<file path="config.mk">
export PLATFORM = sky130hd
export DESIGN_NAME = operate_unit
export DESIGN_NICKNAME = d
export VERILOG_FILES = /design/src/rtl/operate_unit.sv
export SDC_FILE = /design/constraint.sdc
export NUM_CORES = 1
export LEC_CHECK = 0
export BUFFER_PORTS_ARGS = -buffer_cell sky130_fd_sc_hd__buf_2
export CAP_MARGIN = 5
export CORE_UTILIZATION = 29
export CTS_BUF_LIST = sky130_fd_sc_hd__clkbuf_2
export CTS_CLUSTER_SIZE = 20
export DETAILED_ROUTE_END_ITERATION = 12
export SLEW_MARGIN = 5
export SYNTH_ARGS = -nofsm -noshare
export SYNTH_HDL_FRONTEND = slang
export SYNTH_SLANG_ARGS = --single-unit
</file>
<file path="constraint.sdc">
create_clock -name clk -period 3.6 [get_ports clk]
set_input_delay 0.36 -clock clk [delete_from_list [all_inputs] [get_ports clk]]
set_output_delay 0.36 -clock clk [all_outputs]
set_load 0.02 [all_outputs]
</file>
<file path="src/rtl/operate_unit.sv">
module operate_unit #(
  parameter int DATA_W = 16,
  parameter int IMM_W  = 5
) (
  input  logic              clk,
  input  logic              rst_n,
  input  logic              instr_valid,
  input  logic [15:0]       instr,
  input  logic [DATA_W-1:0] src_a_data,
  input  logic [DATA_W-1:0] src_b_data,
  input  logic              load_valid,
  input  logic [DATA_W-1:0] load_data,
  output logic [2:0]        src_a_sel,
  output logic [2:0]        src_b_sel,
  output logic [2:0]        dst_sel,
  output logic [DATA_W-1:0] dst_data,
  output logic              dst_we,
  output logic              flag_neg,
  output logic              flag_zero,
  output logic              flag_pos
);
  localparam logic [3:0] OPC_ADD = 4'b0001;
  localparam logic [3:0] OPC_AND = 4'b0101;
  localparam logic [3:0] OPC_NOT = 4'b1001;
  localparam int EXT_W = DATA_W - IMM_W;

  logic [3:0]        opc;
  logic [DATA_W-1:0] imm_ext, opnd_b, alu_res;
  logic              is_oper;
  logic [2:0]        flags_q;

  assign opc       = instr[15:12];
  assign src_a_sel = instr[8:6];
  assign src_b_sel = instr[2:0];
  assign dst_sel   = instr[11:9];

  assign imm_ext = {{EXT_W{instr[IMM_W-1]}}, instr[IMM_W-1:0]};
  assign opnd_b  = instr[5] ? imm_ext : src_b_data;
  assign is_oper = instr_valid && (opc == OPC_ADD || opc == OPC_AND || opc == OPC_NOT);

  always_comb begin
    case (opc)
      OPC_ADD: alu_res = src_a_data + opnd_b;
      OPC_AND: alu_res = src_a_data & opnd_b;
      default: alu_res = ~src_a_data;
    endcase
  end

  assign dst_we   = load_valid | is_oper;
  assign dst_data = load_valid ? load_data : alu_res;

  always_ff @(posedge clk or negedge rst_n) begin
    if (!rst_n)
      flags_q <= 3'b010;
    else if (dst_we)
      flags_q <= {dst_data[DATA_W-1], dst_data == '0,
                  !dst_data[DATA_W-1] && dst_data != '0};
  end

  assign flag_neg  = flags_q[2];
  assign flag_zero = flags_q[1];
  assign flag_pos  = flags_q[0];

  p_flags_onehot_r9: assert property (@(posedge clk) disable iff (!rst_n)
    $countones({flag_neg, flag_zero, flag_pos}) == 1);

  p_flags_hold_r7: assert property (@(posedge clk) disable iff (!rst_n)
    !dst_we |=> $stable({flag_neg, flag_zero, flag_pos}));

  p_flags_zero_r8: assert property (@(posedge clk) disable iff (!rst_n)
    dst_we |=> (flag_zero == ($past(dst_data) == '0)));

  p_flags_neg_r8: assert property (@(posedge clk) disable iff (!rst_n)
    dst_we |=> (flag_neg == $past(dst_data[DATA_W-1])));

  p_load_wins_r6: assert property (@(posedge clk) disable iff (!rst_n)
    load_valid |-> (dst_we && dst_data == load_data));

  p_not_ignores_low_r5: assert property (@(posedge clk) disable iff (!rst_n)
    (instr_valid && !load_valid && instr[15:12] == 4'b1001) |-> (dst_data == ~src_a_data));

  p_idle_no_write_r7: assert property (@(posedge clk) disable iff (!rst_n)
    (!instr_valid && !load_valid) |-> !dst_we);
endmodule

</file>
==> flow_metrics.py <==
metrics = {
    "setup_path": {
        "path_buf_inv": 1,
        "worstPathArrival_ns": 3.56,
        "end_kind": "flip-flop",
        "max_stage_delay_ns": 0.45,
        "crit_type": "input pin to flip-flop",
        "slowest_stage": "or4_4",
        "path_max_fanout": 4,
        "cp.required_ns": 3.70,
        "startpoint": "instr[5]",
        "crit_chain": "buf_2, mux2_4, ha_4, fa_2, a21o_1, a221o_1, a41oi_2, xor2_1, o21ai_2, or4_1, or4_4, o21a_1",
        "start_kind": "input pin",
        "crit_family": "compound AO/OA/AOI/OAI gates",
        "r2r_start": "flags_q[0]",
    },
    "final_layout": {
        "final_core_util_pct": 43.4,
        "final_common_cell": "buf_2",
        "layout_common_cells": "84 x buf_2, 27 x buf_4, 26 x o21ai_0, 26 x a21oi_1, 19 x nand2_1",
        "drive_gt1_share_pct": 41.8,
        "area_delta_synth_final_pct": 40.8,
        "regMostFlops": "flags_q",
        "reg.largest.list": "flags_q: 3 flops",
        "largest_register_ffs": 3,
        "fin_nets": 414,
        "n_antenna_cell": 0,
    },
    "yosys": {
        "synthSimpleGateAreaFrac_pct": 20.5,
        "yosysWarnings": 0,
        "synth-compound-area-share_pct": 35.5,
        "synth-edff-count": 0,
        "synth_fp_nets": 320,
        "muxShareOfSynthArea_pct": 7.44,
        "ys_ff_latch": 3,
        "synth_ff_type": "dfrtp_1",
        "synth_fa_ha_area_share_pct": 13.6,
        "synth_top_family_by_area": "compound AO/OA/AOI/OAI gates",
        "syn_avg_cell_area_um2": 6.87,
        "netlist_top_cells_area": "ha_1 12%, o21ai_0 8.7%, a21oi_1 8.1%",
        "synth.distinct_cells": 54,
        "netlist_area_mm2": 0.00162,
        "syn_inst": 235,
        "synth_top_area_share_pct": 12.4,
        "async_flop_share_pct": 100,
        "synth_xor_xnor_area_share_pct": 5.96,
        "yosysSeqAreaShare_pct": 4.73,
        "synth_area_leader_cell": "ha_1",
    },
    "power": {
        "p_comb_share_pct": 81.3,
        "power_frac_clock_pct": 10.4,
        "power_uw": 461,
        "power_frac_seq_pct": 8.3,
        "p_int_uw": 237,
        "power.density_mw_per_mm2": 203,
        "p_leak_nw": 1.12,
        "switching_share_pct": 48.5,
        "peakVddDrop_uv": 82.5,
        "switchingPower_uw": 224,
    },
    "route": {
        "drtPass1Iterations": 4,
        "vias": 2071,
        "drt_wl_total_um": 5580,
        "routedWlPerCell_um": 14.0,
        "antenna_left": 0,
        "drtIter0Drc": 97,
        "drc": 0,
        "viasPerCell": 5.20,
    },
    "cts": {
        "clock_path_buffers": 2,
        "clock-root-buffer": "clkbuf_2",
        "cts_tree": "yes",
        "clk_latency_ns": 0.21,
        "cts_num_sinks": 3,
        "clkTransAtPathRegs_ns": 0.04,
        "cts_max_level": 1,
        "numCtsBuffers": 3,
        "cts_setup_buffers": 0,
    },
    "flow_run": {
        "drv_cap": 0,
    },
    "die": {
        "core-area_mm2": 0.00524,
        "row_count": 26,
        "io_pins": 97,
        "die_area_mm2": 0.00587,
        "fp.dieH_um": 76.6,
        "die_w_um": 76.6,
        "start_util_pct": 30.8,
    },
    "sta": {
        "clock.fmax_ghz": 0.289,
        "fin_tns_setup_ns": 0,
        "skew_ns": 0,
        "layout_setup_ws_ns": 0.142,
        "fin_crit_sh_pct": 96.0,
        "drv_slew": 0,
        "setup_viol": 0,
        "relSlewSlack_pct": 55.3,
        "rsz0062_at_grt": "no",
        "worst_pin_slew_ns": 0.669,
        "hold_viol": 0,
        "post-route-min-period_ns": 3.46,
    },
    "placement": {
        "io_buffers": 84,
        "dp_slack_ns": -0.0932,
        "hpwl_um": 4710,
        "place_congestion": 0.932,
    },
    "global_routing": {
        "grt_pass1_vias": 1971,
        "grt-ovfl-total": 0,
        "grt_usage_pct": 18.8,
        "antenna_found_initial": 0,
        "grt_max_degree": 25,
        "grt_pass1_wl_um": 9120,
    },
    "run_status": {
        "status": "finished, final reports clean",
    },
    "worst_hold_path": {
        "worstHoldPathType": "input pin to async pin",
    },
}
[logic make-up after synthesis]
group | Yosys count
DFF | 3
adders and majority gates | 17
and+or+nand+nor | 61
xor gates and xnor gates | 11
buffers and inverters | 41
muxes | 11
AOI/OAI and AO/OA | 91
[synth_stat cells (all sizes together) (3+ instances only)]
master / count
o211ai: 7
a21o: 3
nor3b: 5
and3: 4
xor2: 8
nor3: 4
inv: 16
a21oi: 27
mux2: 8
mux2i: 3
nand2: 19
clkbuf: 10
nand3: 12
buf: 14
nor2: 5
a211oi: 7
a221o: 3
o21ai: 30
ha: 16
xnor2: 3
[worst paths after layout]
check	endpoint	slack, ns	cells past startpoint
max	flags_q[0]	0.14	12
min	flags_q[2]	0.47	2
max reg2reg	flags_q[0]	2.85	3
min reg2reg	flags_q[1]	0.48	2
max in group asynchronous	flags_q[1]	2.93	2
min in group clk	flags_q[1]	0.48	2
[routing by layer]
layer / global-route usage [%] / share of wire (%) / vias up
met5: 0 / 0 / -
met4: 3.46 / 0.50 / 0
met3: 3.71 / 7.9 / 4
met2: 29.7 / 43 / 94
met1: 26.3 / 48 / 925
li1: - / - / 1048
[power groups by stage]
stage	combinational [mW]	clock (mW)	sequential (mW)
2_1_floorplan	0.235	0	0.0428
3_3_place_gp	0.368	0	0.0388
3_5_place_dp	0.368	0	0.0386
4_1_cts	0.371	0.0493	0.0382
5_1_grt	0.411	0.0548	0.0385
6_report	0.375	0.0482	0.0382
[per-stage QoR]
stage / cells / hold slack, ns / instance area (µm²)
2_1_floorplan: 235 / 0.0644 / 1650
3_3_place_gp: 393 / 0.159 / 2240
3_5_place_dp: 393 / 0.160 / 2240
4_1_cts: 398 / 0.476 / 2270
5_1_grt: 398 / 0.491 / 2270
6_report: 398 / 0.473 / 2270
[worst reg2reg max path, stage by stage, from the launching register on]
cell	delay, ns
dfrtp_1	0.36
nand2_1	0.05
o21ai_0	0.09
o21a_1	0.13
[repair_timing]
item	4_1_cts	5_1_grt
endpoints found under the setup margin	0	3
gates resized for setup	0	2
endpoints found under the hold margin	2	0
hold buffers	1	0
[area by class of cell]
| class | count | area (µm²) |
|---|---|---|
| flip-flops and latches | 3 | 76.3 |
| inverters | 17 | 63.8 |
| multi-input cells | 191 | 1370 |
| clock buffers | 4 | 20.0 |
| fillers | 561 | 2960 |
| well taps | 70 | 87.6 |
| repair buffers | 113 | 653 |
Power figures use the tool's default switching activity.
